$ cat config.mk
export PLATFORM = sky130hd
export DESIGN_NAME = addr_chan_monitor
export DESIGN_NICKNAME = d
export VERILOG_FILES = /design/src/rtl/amon_pkg.sv /design/src/rtl/amon_hold_check.sv /design/src/rtl/amon_geom_check.sv /design/src/rtl/amon_wait_timer.sv /design/src/rtl/amon_err_log.sv /design/src/rtl/addr_chan_monitor.sv
export SDC_FILE = /design/constraint.sdc
export NUM_CORES = 1
export LEC_CHECK = 0
export ABC_AREA = 1
export BUFFER_PORTS_ARGS = -buffer_cell sky130_fd_sc_hd__buf_2
export CORE_MARGIN = 10
export CORE_UTILIZATION = 28
export CTS_BUF_LIST = sky130_fd_sc_hd__clkbuf_4
export DETAILED_ROUTE_END_ITERATION = 7
export GPL_TIMING_DRIVEN = 0
export PLACE_DENSITY = 0.47
export SETUP_SLACK_MARGIN = 0.02
export SYNTH_ARGS = -nofsm -noshare
export SYNTH_HDL_FRONTEND = slang
export SYNTH_SLANG_ARGS = --single-unit
$ cat constraint.sdc
create_clock -name clk_i -period 4.85 [get_ports clk_i]
set_input_delay 0.485 -clock clk_i [delete_from_list [all_inputs] [get_ports clk_i]]
set_output_delay 0.485 -clock clk_i [all_outputs]
set_load 0.01 [all_outputs]
$ cat src/rtl/amon_pkg.sv
package amon_pkg;
  typedef enum int unsigned {
    RULE_RST_VALID  = 0,
    RULE_VALID_DROP = 1,
    RULE_ID_HOLD    = 2,
    RULE_ADDR_HOLD  = 3,
    RULE_LEN_HOLD   = 4,
    RULE_SIZE_HOLD  = 5,
    RULE_BURST_HOLD = 6,
    RULE_LOCK_HOLD  = 7,
    RULE_CACHE_HOLD = 8,
    RULE_PROT_HOLD  = 9,
    RULE_BURST_ENC  = 10,
    RULE_LOCK_ENC   = 11,
    RULE_CACHE_ENC  = 12,
    RULE_SIZE_WIDE  = 13,
    RULE_WRAP_ALIGN = 14,
    RULE_WRAP_LEN   = 15,
    RULE_4K_CROSS   = 16
  } rule_e;

  localparam int unsigned NUM_RULES = 17;
  localparam int unsigned NUM_HOLD  = 10;
  localparam int unsigned NUM_GEOM  = NUM_RULES - NUM_HOLD;

  localparam logic [1:0] BURST_FIXED = 2'b00;
  localparam logic [1:0] BURST_INCR  = 2'b01;
  localparam logic [1:0] BURST_WRAP  = 2'b10;
endpackage

$ cat src/rtl/amon_hold_check.sv
module amon_hold_check
  import amon_pkg::*;
#(
  parameter int unsigned ID_W   = 4,
  parameter int unsigned ADDR_W = 32
) (
  input  logic              clk_i,
  input  logic              rst_ni,
  input  logic              valid_i,
  input  logic              ready_i,
  input  logic [ID_W-1:0]   id_i,
  input  logic [ADDR_W-1:0] addr_i,
  input  logic [3:0]        len_i,
  input  logic [2:0]        size_i,
  input  logic [1:0]        burst_i,
  input  logic [1:0]        lock_i,
  input  logic [3:0]        cache_i,
  input  logic [2:0]        prot_i,
  output logic [NUM_HOLD-1:0] viol_o
);
  logic              first_cyc_q;
  logic              pend_q;
  logic [ID_W-1:0]   id_q;
  logic [ADDR_W-1:0] addr_q;
  logic [3:0]        len_q;
  logic [2:0]        size_q;
  logic [1:0]        burst_q;
  logic [1:0]        lock_q;
  logic [3:0]        cache_q;
  logic [2:0]        prot_q;

  always_ff @(posedge clk_i or negedge rst_ni) begin
    if (!rst_ni) begin
      first_cyc_q <= 1'b1;
      pend_q      <= 1'b0;
      id_q        <= '0;
      addr_q      <= '0;
      len_q       <= '0;
      size_q      <= '0;
      burst_q     <= '0;
      lock_q      <= '0;
      cache_q     <= '0;
      prot_q      <= '0;
    end else begin
      first_cyc_q <= 1'b0;
      pend_q      <= valid_i & ~ready_i;
      id_q        <= id_i;
      addr_q      <= addr_i;
      len_q       <= len_i;
      size_q      <= size_i;
      burst_q     <= burst_i;
      lock_q      <= lock_i;
      cache_q     <= cache_i;
      prot_q      <= prot_i;
    end
  end

  // checks apply only while a previously offered request is still waiting
  logic held;
  assign held = pend_q & valid_i;

  always_comb begin
    viol_o                  = '0;
    viol_o[RULE_RST_VALID]  = first_cyc_q & valid_i;
    viol_o[RULE_VALID_DROP] = pend_q & ~valid_i;
    viol_o[RULE_ID_HOLD]    = held & (id_i    != id_q);
    viol_o[RULE_ADDR_HOLD]  = held & (addr_i  != addr_q);
    viol_o[RULE_LEN_HOLD]   = held & (len_i   != len_q);
    viol_o[RULE_SIZE_HOLD]  = held & (size_i  != size_q);
    viol_o[RULE_BURST_HOLD] = held & (burst_i != burst_q);
    viol_o[RULE_LOCK_HOLD]  = held & (lock_i  != lock_q);
    viol_o[RULE_CACHE_HOLD] = held & (cache_i != cache_q);
    viol_o[RULE_PROT_HOLD]  = held & (prot_i  != prot_q);
  end
endmodule

$ cat src/rtl/amon_geom_check.sv
module amon_geom_check
  import amon_pkg::*;
#(
  parameter int unsigned ADDR_W = 32,
  parameter int unsigned DATA_W = 64
) (
  input  logic              valid_i,
  input  logic [ADDR_W-1:0] addr_i,
  input  logic [3:0]        len_i,
  input  logic [2:0]        size_i,
  input  logic [1:0]        burst_i,
  input  logic [1:0]        lock_i,
  input  logic [3:0]        cache_i,
  output logic [NUM_GEOM-1:0] viol_o
);
  localparam int unsigned BUS_BYTES = DATA_W / 8;
  localparam int unsigned MAX_SIZE  = $clog2(BUS_BYTES);
  localparam int unsigned PAGE_BITS = 12;

  logic [ADDR_W-1:0] lane_mask;
  logic [ADDR_W-1:0] base;
  logic [ADDR_W:0]   span;
  logic [ADDR_W:0]   last_byte;
  logic              is_wrap, is_incr, wrap_len_ok, crosses;

  assign lane_mask   = (ADDR_W'(1) << size_i) - ADDR_W'(1);
  assign base        = addr_i & ~lane_mask;
  assign span        = ((ADDR_W+1)'(len_i) + (ADDR_W+1)'(1)) << size_i;
  assign last_byte   = {1'b0, base} + span - (ADDR_W+1)'(1);
  assign crosses     = (last_byte >> PAGE_BITS) != ({1'b0, base} >> PAGE_BITS);
  assign is_wrap     = burst_i == BURST_WRAP;
  assign is_incr     = burst_i == BURST_INCR;
  assign wrap_len_ok = (len_i == 4'd1) | (len_i == 4'd3) | (len_i == 4'd7) | (len_i == 4'd15);

  always_comb begin
    viol_o = '0;
    viol_o[RULE_BURST_ENC  - NUM_HOLD] = valid_i & (burst_i == 2'b11);
    viol_o[RULE_LOCK_ENC   - NUM_HOLD] = valid_i & (lock_i == 2'b11);
    viol_o[RULE_CACHE_ENC  - NUM_HOLD] = valid_i & ~cache_i[1] & (|cache_i[3:2]);
    viol_o[RULE_SIZE_WIDE  - NUM_HOLD] = valid_i & (32'(size_i) > MAX_SIZE);
    viol_o[RULE_WRAP_ALIGN - NUM_HOLD] = valid_i & is_wrap & (|(addr_i & lane_mask));
    viol_o[RULE_WRAP_LEN   - NUM_HOLD] = valid_i & is_wrap & ~wrap_len_ok;
    viol_o[RULE_4K_CROSS   - NUM_HOLD] = valid_i & is_incr & crosses;
  end
endmodule

$ cat src/rtl/amon_wait_timer.sv
module amon_wait_timer #(
  parameter int unsigned MAX_WAITS    = 16,
  parameter bit          WAIT_WARN_EN = 1'b1
) (
  input  logic clk_i,
  input  logic rst_ni,
  input  logic valid_i,
  input  logic ready_i,
  output logic warn_o
);
  localparam int unsigned CW = $clog2(MAX_WAITS) + 1;

  generate
    if (WAIT_WARN_EN) begin : g_timer
      logic [CW-1:0] cnt_q;
      logic          warn_q;
      logic          waiting;
      assign waiting = valid_i & ~ready_i;

      always_ff @(posedge clk_i or negedge rst_ni) begin
        if (!rst_ni) begin
          cnt_q  <= '0;
          warn_q <= 1'b0;
        end else begin
          if (!waiting) cnt_q <= '0;
          else if (cnt_q != CW'(MAX_WAITS - 1)) cnt_q <= cnt_q + CW'(1);
          if (waiting && cnt_q == CW'(MAX_WAITS - 1)) warn_q <= 1'b1;
        end
      end
      assign warn_o = warn_q;

      assert_warn_cause_R12: assert property (@(posedge clk_i) disable iff (!rst_ni)
        $rose(warn_q) |-> $past(valid_i && !ready_i));
    end else begin : g_off
      assign warn_o = 1'b0;
    end
  endgenerate
endmodule

$ cat src/rtl/amon_err_log.sv
module amon_err_log #(
  parameter int unsigned N = 17
) (
  input  logic         clk_i,
  input  logic         rst_ni,
  input  logic [N-1:0] viol_i,
  input  logic [N-1:0] mask_i,
  output logic [N-1:0] err_o,
  output logic [N-1:0] first_o
);
  logic [N-1:0] live, pick, err_q, first_q;

  assign live = viol_i & ~mask_i;

  always_comb begin
    pick = '0;
    for (int i = N - 1; i >= 0; i--) begin
      if (live[i]) pick = N'(1) << i;
    end
  end

  always_ff @(posedge clk_i or negedge rst_ni) begin
    if (!rst_ni) begin
      err_q   <= '0;
      first_q <= '0;
    end else begin
      err_q <= err_q | live;
      if (first_q == '0) first_q <= pick;
    end
  end

  assign err_o   = err_q;
  assign first_o = first_q;

  assert_sticky_R1: assert property (@(posedge clk_i) disable iff (!rst_ni)
    (err_q & $past(err_q)) == $past(err_q));
  assert_first_onehot_R11: assert property (@(posedge clk_i) disable iff (!rst_ni)
    $onehot0(first_q));
  assert_first_hold_R11: assert property (@(posedge clk_i) disable iff (!rst_ni)
    (first_q != '0) |=> (first_q == $past(first_q)));
  assert_first_in_err_R11: assert property (@(posedge clk_i) disable iff (!rst_ni)
    (first_q & ~err_q) == '0);
endmodule

$ cat src/rtl/addr_chan_monitor.sv
module addr_chan_monitor
  import amon_pkg::*;
#(
  parameter int unsigned ID_W         = 4,
  parameter int unsigned ADDR_W       = 32,
  parameter int unsigned DATA_W       = 64,
  parameter int unsigned MAX_WAITS    = 16,
  parameter bit          WAIT_WARN_EN = 1'b1
) (
  input  logic                 clk_i,
  input  logic                 rst_ni,
  input  logic                 valid_i,
  input  logic                 ready_i,
  input  logic [ID_W-1:0]      id_i,
  input  logic [ADDR_W-1:0]    addr_i,
  input  logic [3:0]           len_i,
  input  logic [2:0]           size_i,
  input  logic [1:0]           burst_i,
  input  logic [1:0]           lock_i,
  input  logic [3:0]           cache_i,
  input  logic [2:0]           prot_i,
  input  logic [NUM_RULES-1:0] err_mask_i,
  output logic [NUM_RULES-1:0] err_o,
  output logic [NUM_RULES-1:0] first_err_o,
  output logic                 wait_warn_o
);
  logic [NUM_HOLD-1:0]  hold_viol;
  logic [NUM_GEOM-1:0]  geom_viol;
  logic [NUM_RULES-1:0] viol;

  amon_hold_check #(.ID_W(ID_W), .ADDR_W(ADDR_W)) i_hold (
    .clk_i, .rst_ni, .valid_i, .ready_i, .id_i, .addr_i, .len_i, .size_i,
    .burst_i, .lock_i, .cache_i, .prot_i, .viol_o(hold_viol)
  );

  amon_geom_check #(.ADDR_W(ADDR_W), .DATA_W(DATA_W)) i_geom (
    .valid_i, .addr_i, .len_i, .size_i, .burst_i, .lock_i, .cache_i,
    .viol_o(geom_viol)
  );

  assign viol = {geom_viol, hold_viol};

  amon_err_log #(.N(NUM_RULES)) i_log (
    .clk_i, .rst_ni, .viol_i(viol), .mask_i(err_mask_i),
    .err_o, .first_o(first_err_o)
  );

  amon_wait_timer #(.MAX_WAITS(MAX_WAITS), .WAIT_WARN_EN(WAIT_WARN_EN)) i_wait (
    .clk_i, .rst_ni, .valid_i, .ready_i, .warn_o(wait_warn_o)
  );

  assert_drop_flag_R3: assert property (@(posedge clk_i) disable iff (!rst_ni)
    ($past(valid_i && !ready_i) && !valid_i && !err_mask_i[RULE_VALID_DROP])
    |=> err_o[RULE_VALID_DROP]);
  assert_masked_quiet_R10: assert property (@(posedge clk_i) disable iff (!rst_ni)
    ($stable(err_mask_i) && $past(err_o) == '0) |-> ((err_o & err_mask_i) == '0));
endmodule

==> impl_metrics.py, run 1 <==
metrics = {
    "outcome": {
        "status": "complete, no violations",
    },
    "cts": {
        "cts_buffer_depth": 2,
        "clock_latency_ps": 480,
        "clkTransAtPathRegs_ps": 180,
        "htreeDepth": 3,
        "cts_root_buf": "clkbuf_4",
        "cts_made_buffers": 9,
        "clock_sinks": 96,
        "postCtsSetupBuffers": 0,
        "cts_tree": "done",
    },
    "synth": {
        "synth_top_area_cell": "dfrtp_1",
        "ys_seq_area_share_pct": 33.4,
        "ys_warn_count": 0,
        "synth.distinct_cells": 54,
        "syn_area_um2": 7200,
        "synthCells": 1000,
        "yosysMostFrequentCell": "nand2_1",
        "yosys.area.top_type_share_pct": 33.0,
        "synth_nets": 1122,
        "synth_flop_cell": "dfrtp_1",
        "synth_edf_count": 0,
        "ys_top_cells_by_count": "nand2_1 (240), inv_1 (186), dfrtp_1 (95)",
        "ys_ff_latch": 96,
        "async_flop_share_pct": 100,
        "synth_area_leaders": "dfrtp_1 (33%), nand2_1 (13%), inv_1 (9.7%)",
        "avgSynthCellArea_um2": 7.20,
    },
    "global_routing": {
        "grt_pass1_vias": 6610,
        "overflow": 0,
        "grt_use_total_pct": 13.9,
        "grt_first_pass_wirelength_um": 36300,
        "grt_max_degree": 51,
        "antenna_found_initial": 1,
    },
    "floorplan": {
        "fp.dieH_um": 180,
        "die_area_um2": 32500,
        "initial_core_util_pct": 28.5,
        "core_area_um2": 25300,
        "fp.dieW_um": 180,
        "placementRows": 58,
        "ios": 110,
    },
    "critical_path": {
        "worst_setup_path_start_kind": "primary input",
        "worstPathArrival_ps": 4280,
        "r2r-end": "i_log.first_o[16]",
        "r2r-start": "i_hold.addr_q[29]",
        "cp-end-kind": "register",
        "path_max_fanout": 7,
        "ff2ff_path_depth": 11,
        "crit_type": "primary input to register",
        "cp.required_ps": 5240,
        "r2r_slack_ps": 2520,
    },
    "finish": {
        "fillers": 2832,
        "synthToLayoutAreaGrowth_pct": 16.0,
        "drive_above_1_share_pct": 16.7,
        "multi_input_area_um2": 4010,
        "nets": 1244,
        "seqCellArea_um2": 2400,
    },
    "timing": {
        "rsz0062_at_grt": "no",
        "min_period_over_period_pct": 80.2,
        "period_needed_ps": 3890,
        "setup_tns_ps": 0,
        "slew_headroom_pct": 53.7,
        "setup_viol": 0,
        "layout_setup_ws_ps": 960,
        "fin_skew_ps": 22.0,
        "timing.fmax_mhz": 257,
        "drv_slew": 0,
        "finalHoldViolCount": 0,
        "worstMarginPinSlew_ps": 688,
    },
    "placement": {
        "port_buffers": 109,
        "gp_congestion": 0.888,
        "dp_hpwl_um": 19400,
        "pre_cts_ws_ps": 439,
    },
    "routing": {
        "avgRoutedWirePerCell_um": 15.7,
        "drc_errors": 0,
        "vias": 6514,
        "viasPerCell": 4.47,
        "drt_iter0_drc": 379,
        "ant_nets": 0,
        "firstDrtPassIters": 5,
        "wirelength_um": 22800,
    },
    "hold_path": {
        "worstHoldStart": "prot_i[2]",
        "min_path_type": "primary input to register",
        "hold_depth": 1,
        "holdPathEnd": "i_hold.prot_q[2]",
    },
    "run": {
        "maxCapViolCount": 0,
    },
    "pwr": {
        "fin_total_pwr_mw": 2.05,
        "irDropWorstVdd_v": 0.000113,
        "p_leak_nw": 4.33,
        "power.density_nw_per_um2": 246,
    },
}
registers in the layout, summed over array words and instances (netlist names), 4 cells and up:
signal	count
i_hold.len_q	4
i_wait.g_timer.cnt_q	5
i_hold.cache_q	4
i_log.first_o	17
i_hold.id_q	4
i_hold.addr_q	32
i_log.err_o	17
cell type report:
cell class,count,share of cell area (%)
sequential,96,28.8
timing repair buffer,111,7.01
clock inverter,6,0.884
tap,330,4.94
clock buffer,10,0.899
buffer,12,0.734
multi-input combinational,700,48.1
inverter,192,8.67
antenna,1,0.0300
worst max path at each step:
stage / start / end / cells past startpoint
3_5_place_dp: len_i[0] / i_log.first_o[16] / 24
5_1_grt: len_i[0] / i_log.first_o[16] / 26
6_report: len_i[0] / i_log.first_o[16] / 23
3_3_place_gp: len_i[0] / i_log.first_o[16] / 25
4_1_cts: len_i[0] / i_log.first_o[16] / 24
2_1_floorplan: size_i[2] / i_log.first_o[16] / 30
power breakdown:
group          internal, mW  switching (mW)  total [mW]
clock network         0.170           0.320       0.490
registers             0.830          0.0128       0.843
logic                 0.256           0.463       0.720
per-stage QoR:
stage / cells / hold slack (ps) / instance area (um2) / util, %
finish: 1458 / 112 / 8350 / 33.1
global route: 1458 / 59.2 / 8350 / 33.1
CTS: 1457 / 71.1 / 8350 / 33.1
detailed placement: 1440 / 446 / 8190 / 32.4
global placement: 1439 / 442 / 8160 / 32.3
floorplan: 1000 / 189 / 7200 / -
worst max-delay path, cell delays in order:
cell	delay, ps
buf_2	160
ha_1	220
nand2_1	70
nor2_1	300
inv_1	100
nand2_1	70
o21ai_0	140
or2_2	350
ha_1	290
inv_1	40
ha_1	330
a21oi_1	240
o21ai_0	180
a21oi_1	280
o21ai_0	140
nor2_1	140
nand3b_1	90
nand2_1	110
nand3_1	90
nor3_2	150
nand2_1	150
nand3_1	100
nand2_1	50
timing repair:
action / CTS / global route
hold endpoints to repair: 23 / 0
hold buffers: 1 / 0
resized for setup: 0 / 0
cells in the final DEF, fill, tap and decap left out, types with 10 or more instances in the layout:
cell type	n
nor2_1	74
nand3b_1	10
nor4_1	12
or2_2	17
dfrtp_1	95
xnor2_1	38
nor3_1	19
buf_2	109
nand3_1	43
nand4_1	14
nand2_1	240
inv_1	186
nand2_2	15
xor2_1	28
ha_1	47
a21oi_1	46
clkbuf_4	10
o21ai_0	35
metal layers:
| layer | vias to the layer above | share of wire (%) | GRT usage [%] |
|---|---|---|---|
| met1 | 2961 | 49 | 18.5 |
| met2 | 133 | 45 | 23.0 |
| met4 | 0 | 0.96 | 2.46 |
| li1 | 3405 | - | - |
| met3 | 15 | 4.5 | 2.87 |
| met5 | - | 0 | 0 |
cell families (layout without fill, tap and decap cells):
kind of cell    count (synthesis)  count (layout)  synth area share (%)
fa+ha+maj                      47              47                  8.16
compound gates                119             119                  9.78
simple gates                  466             466                  29.5
xor+xnor                       67              67                  8.25
buf+inv                       204             331                  10.9
other cells                     1               2                0.0521
flops                          96              96                  33.4
(Power assumes the default switching activity.)
==> run 2: changes to the inputs <==
==> constraint.sdc (replaced) <==
create_clock -name clk_i -period 3.9 [get_ports clk_i]
set_input_delay 0.39 -clock clk_i [delete_from_list [all_inputs] [get_ports clk_i]]
set_output_delay 0.39 -clock clk_i [all_outputs]
set_load 0.01 [all_outputs]
==> impl_metrics.py, run 2 (synthesis results as in run 1) <==
metrics = {
    "finish": {
        "largest_reg_flops": 32,
        "final_common_cell": "nand2_1",
        "final_util_pct": 33.8,
        "nets": 1256,
        "drive_above_1_share_pct": 17.6,
        "fillers": 2813,
        "layout_common_cells": "nand2_1 (239), inv_1 (186), buf_2 (108), dfrtp_1 (95), nor2_1 (73)",
        "regMostFlops": "i_hold.addr_q",
        "synthToLayoutAreaGrowth_pct": 18.4,
    },
    "cts": {
        "clock_latency_ps": 480,
        "cts_made_buffers": 9,
        "postCtsSetupBuffers": 0,
        "cts_buffer_depth": 2,
        "clock_sinks": 96,
        "clkTransAtPathRegs_ps": 160,
        "cts_tree": "done",
        "cts_root_buf": "clkbuf_4",
        "htreeDepth": 3,
    },
    "floorplan": {
        "core_area_um2": 25300,
        "placementRows": 58,
        "initial_core_util_pct": 28.5,
        "fp.dieW_um": 180,
        "fp.dieH_um": 180,
        "ios": 110,
        "die_area_um2": 32500,
    },
    "critical_path": {
        "r2r_slack_ps": 1500,
        "cp.required_ps": 4280,
        "cp-end-kind": "register",
        "worstPathArrival_ps": 3960,
        "worst_setup_path_start_kind": "primary input",
        "crit_type": "primary input to register",
        "path_max_fanout": 7,
    },
    "timing": {
        "drv_slew": 0,
        "whs_ps": 55.7,
        "min_period_over_period_pct": 91.9,
        "setup_viol": 0,
        "slew_headroom_pct": 53.8,
        "worstMarginPinSlew_ps": 687,
        "timing.fmax_mhz": 279,
        "rsz0062_at_grt": "no",
        "fin_skew_ps": 24.6,
        "finalHoldViolCount": 0,
        "period_needed_ps": 3580,
    },
    "routing": {
        "ant_nets": 0,
        "drc_errors": 0,
        "firstDrtPassIters": 5,
        "wirelength_um": 22900,
        "viasPerCell": 4.44,
        "drt_iter0_drc": 352,
        "avgRoutedWirePerCell_um": 15.6,
        "vias": 6526,
    },
    "global_routing": {
        "grt_first_pass_wirelength_um": 36500,
        "overflow": 0,
        "grt_max_degree": 51,
        "grt_pass1_vias": 6656,
        "antenna_found_initial": 1,
        "grt_use_total_pct": 14.0,
    },
    "pwr": {
        "netSwitchingFraction_pct": 38.8,
        "p_comb_share_pct": 35.8,
        "power.density_nw_per_um2": 302,
        "intPower_mw": 1.58,
        "irDropWorstVdd_v": 0.000140,
        "power_frac_seq_pct": 40.6,
        "clock_power_share_pct": 23.6,
        "power.switching_mw": 0.999,
        "p_leak_nw": 4.38,
        "fin_total_pwr_mw": 2.58,
    },
    "placement": {
        "dp_hpwl_um": 19400,
        "gp_congestion": 0.888,
        "port_buffers": 109,
    },
    "outcome": {
        "status": "complete, no violations",
    },
    "hold_path": {
        "min_path_type": "primary input to register",
    },
    "run": {
        "maxCapViolCount": 0,
    },
}
run 2: changes by cell type in the layout (fill, tap and decap cells not counted), moves of 3 or more:
cell and delta:
a21oi_2 +5, dlygate4sd3_1 +12, a21oi_1 -5, o21ai_1 +3, o21ai_0 -3
run 2: power groups by stage:
stage | registers, mW | logic [mW] | clock network [mW]
final | 1.05 | 0.922 | 0.608
after global routing | 1.05 | 1.06 | 0.675
after CTS | 1.05 | 0.906 | 0.640
after detailed placement | 1.07 | 0.894 | 0
after global placement | 1.07 | 0.887 | 0
after floorplan | 1.07 | 0.603 | 0
run 2: metal layers:
layer	GRT usage, %	up-vias	wire length, um
met5	0	-	0
met4	2.46	0	164
met3	2.77	8	913
met2	23.1	125	10500
met1	18.6	2962	11400
li1	-	3431	-
run 2: final timing paths:
path	start	end	depth (start not counted)
worst max register to register	i_hold.addr_q[29]	i_log.first_o[16]	11
worst min-delay path	addr_i[7]	i_hold.addr_q[7]	1
worst max-delay path	len_i[0]	i_log.first_o[16]	26
worst min register to register	i_wait.g_timer.cnt_q[3]	i_wait.g_timer.cnt_q[3]	1
max in group asynchronous	rst_ni	i_hold.addr_q[4]	3
min in group asynchronous	rst_ni	i_hold.id_q[3]	2
run 2: metrics by stage:
step / std cells / setup TNS, ps / setup slack, ps / instance area [um2]
floorplan: 1000 / 0 / 647 / 7200
global placement: 1439 / -781 / -398 / 8160
detailed placement: 1440 / -811 / -416 / 8190
CTS: 1466 / 0 / 110 / 8440
global route: 1470 / 0 / 11.9 / 8530
finish: 1470 / 0 / 316 / 8530
run 2: final cells by class:
class | count | area, um2 | area share (%)
Clock inverter | 6 | 73.8 | 0.865
Buffer | 12 | 63.8 | 0.748
Antenna cell | 1 | 2.50 | 0.0293
Multi-Input combinational cell | 700 | 4070 | 47.7
Timing Repair Buffer | 123 | 706 | 8.27
Clock buffer | 10 | 75.1 | 0.880
Tap cell | 330 | 413 | 4.84
Inverter | 192 | 724 | 8.49
Sequential cell | 96 | 2400 | 28.2
run 2: worst max-delay path: stages:
cell     delay (ps)
buf_2           160
ha_1            220
nand2_1         100
nor2_4          140
inv_1            70
nand2_1          50
o21ai_0         150
or2_2           350
ha_1            290
inv_1            40
ha_1            340
nand2_1         170
nor2_1          150
inv_1           100
nor3_1          180
nand2_2         100
nand2_2         100
nand2_1          60
nand2_1          70
inv_1            60
nor2_1          120
nand3_1          80
nor3_1          140
nand2_1         160
nand3_1         100
nand2_1          50
run 2: repair_timing:
item | in CTS | in global routing
endpoints found under the setup margin | 0 | 2
resized for setup | 0 | 17
endpoints found under the hold margin | 54 | 3
hold buffers | 10 | 3
==> run 3: changes to the inputs <==
==> constraint.sdc (replaced) <==
create_clock -name clk_i -period 4.23 [get_ports clk_i]
set_input_delay 0.423 -clock clk_i [delete_from_list [all_inputs] [get_ports clk_i]]
set_output_delay 0.423 -clock clk_i [all_outputs]
set_load 0.01 [all_outputs]
==> impl_metrics.py, run 3 (synthesis results as in run 1) <==
metrics = {
    "critical_path": {
        "worst_setup_path_start_kind": "primary input",
        "ff2ff_path_depth": 11,
        "r2r-end": "i_log.first_o[16]",
        "cp.required_ps": 4630,
        "worstPathArrival_ps": 4130,
        "crit_type": "primary input to register",
        "cp-end-kind": "register",
        "r2r_slack_ps": 1920,
        "r2r-start": "i_hold.addr_q[29]",
        "path_max_fanout": 7,
    },
    "hold_path": {
        "worstHoldStart": "cache_i[0]",
        "min_path_type": "primary input to register",
        "hold_depth": 1,
        "holdPathEnd": "i_hold.cache_q[0]",
    },
    "floorplan": {
        "initial_core_util_pct": 28.5,
        "die_area_um2": 32500,
        "placementRows": 58,
        "fp.dieW_um": 180,
        "fp.dieH_um": 180,
        "core_area_um2": 25300,
        "ios": 110,
    },
    "finish": {
        "layout_common_cells": "nand2_1 (240), inv_1 (186), buf_2 (109), dfrtp_1 (95), nor2_1 (73)",
        "drive_above_1_share_pct": 16.8,
        "regMostFlops": "i_hold.addr_q",
        "final_common_cell": "nand2_1",
        "multi_input_area_um2": 4020,
        "nets": 1245,
        "synthToLayoutAreaGrowth_pct": 16.1,
        "design_area_um2": 8370,
        "fillers": 2830,
        "largest_reg_flops": 32,
        "seqCellArea_um2": 2400,
    },
    "timing": {
        "setup_viol": 0,
        "period_needed_ps": 3730,
        "rsz0062_at_grt": "no",
        "slew_headroom_pct": 53.7,
        "timing.fmax_mhz": 268,
        "finalHoldViolCount": 0,
        "worstMarginPinSlew_ps": 689,
        "fin_skew_ps": 21.6,
        "min_period_over_period_pct": 88.1,
        "drv_slew": 0,
    },
    "routing": {
        "avgRoutedWirePerCell_um": 15.7,
        "ant_nets": 0,
        "drt_iter0_drc": 363,
        "viasPerCell": 4.45,
        "vias": 6498,
        "wirelength_um": 22900,
        "firstDrtPassIters": 5,
        "drc_errors": 0,
    },
    "cts": {
        "cts_made_buffers": 9,
        "clock_sinks": 96,
        "clock_latency_ps": 490,
        "postCtsSetupBuffers": 0,
        "cts_buffer_depth": 2,
        "cts_root_buf": "clkbuf_4",
        "clkTransAtPathRegs_ps": 180,
        "htreeDepth": 3,
        "cts_tree": "done",
    },
    "placement": {
        "placed_area_um2": 8190,
        "dp_hpwl_um": 19400,
        "port_buffers": 109,
        "gp_congestion": 0.888,
    },
    "global_routing": {
        "grt_first_pass_wirelength_um": 36300,
        "overflow": 0,
        "grt_max_degree": 51,
        "grt_pass1_vias": 6610,
        "grt_use_total_pct": 13.9,
        "antenna_found_initial": 1,
    },
    "pwr": {
        "p_leak_nw": 4.33,
        "power.density_nw_per_um2": 282,
        "irDropWorstVdd_v": 0.000129,
        "fin_total_pwr_mw": 2.35,
    },
    "outcome": {
        "status": "complete, no violations",
    },
    "run": {
        "maxCapViolCount": 0,
    },
}
==> run 3: final cells by class <==
cell class              instances  area share [%]
diodes                          1          0.0299
plain buffers                  12           0.733
clock buffers                  10           0.897
clock inverters                 6           0.882
inverters                     192            8.66
multi-input cells             700            48.0
flip-flops and latches         96            28.7
well taps                     330            4.94
repair buffers                112            7.12
==> run 3: per-layer routing <==
layer | vias up | track usage (%) | routed length, um
met5 | - | 0 | 0
met4 | 0 | 2.46 | 224
met3 | 14 | 2.87 | 964
met2 | 132 | 23.0 | 10300
met1 | 2946 | 18.5 | 11300
li1 | 3406 | - | -
==> run 3: report_power, final <==
part / internal, mW / switching [mW]
Sequential: 0.951 / 0.0147
Combinational: 0.295 / 0.531
Clock: 0.195 / 0.368
Total: 1.44 / 0.914
==> run 3: worst max path at each step <==
stage	start	endpoint	slack (ps)	cells past startpoint
2_1_floorplan	size_i[2]	i_log.first_o[16]	940	30
3_3_place_gp	len_i[0]	i_log.first_o[16]	-100	25
3_5_place_dp	len_i[0]	i_log.first_o[16]	-120	24
4_1_cts	len_i[0]	i_log.first_o[16]	410	24
5_1_grt	len_i[0]	i_log.first_o[16]	100	26
6_report	len_i[0]	i_log.first_o[16]	500	23
==> run 3: per-stage QoR <==
step	util (%)	cells	setup WS, ps	hold WS, ps	setup TNS, ps
2_1_floorplan	-	1000	944	127	0
4_1_cts	33.1	1457	407	9.09	0
3_3_place_gp	32.3	1439	-101	442	-187
6_report	33.1	1459	503	43.0	0
5_1_grt	33.1	1459	98.8	5.76	0
3_5_place_dp	32.4	1440	-119	446	-217
==> run 3: critical path, cell delays in order <==
cell and delay [ps]:
buf_2 160, ha_1 220, nand2_1 80, nor2_2 200, inv_1 90, nand2_1 60
o21ai_0 140, or2_2 350, ha_1 290, inv_1 40, ha_1 340, a21oi_1 240
o21ai_0 180, a21oi_1 280, o21ai_0 140, nor2_1 140, nand3b_1 90, nand2_1 110
nand3_1 90, nor3_2 150, nand2_1 150, nand3_1 100, nand2_1 50
==> run 3: what timing repair did <==
| item | 4_1_cts | 5_1_grt |
|---|---|---|
| hold endpoints to repair | 45 | 1 |
| hold buffers | 1 | 1 |
| endpoints found under the setup margin | 0 | 1 |
| resized for setup | 0 | 1 |
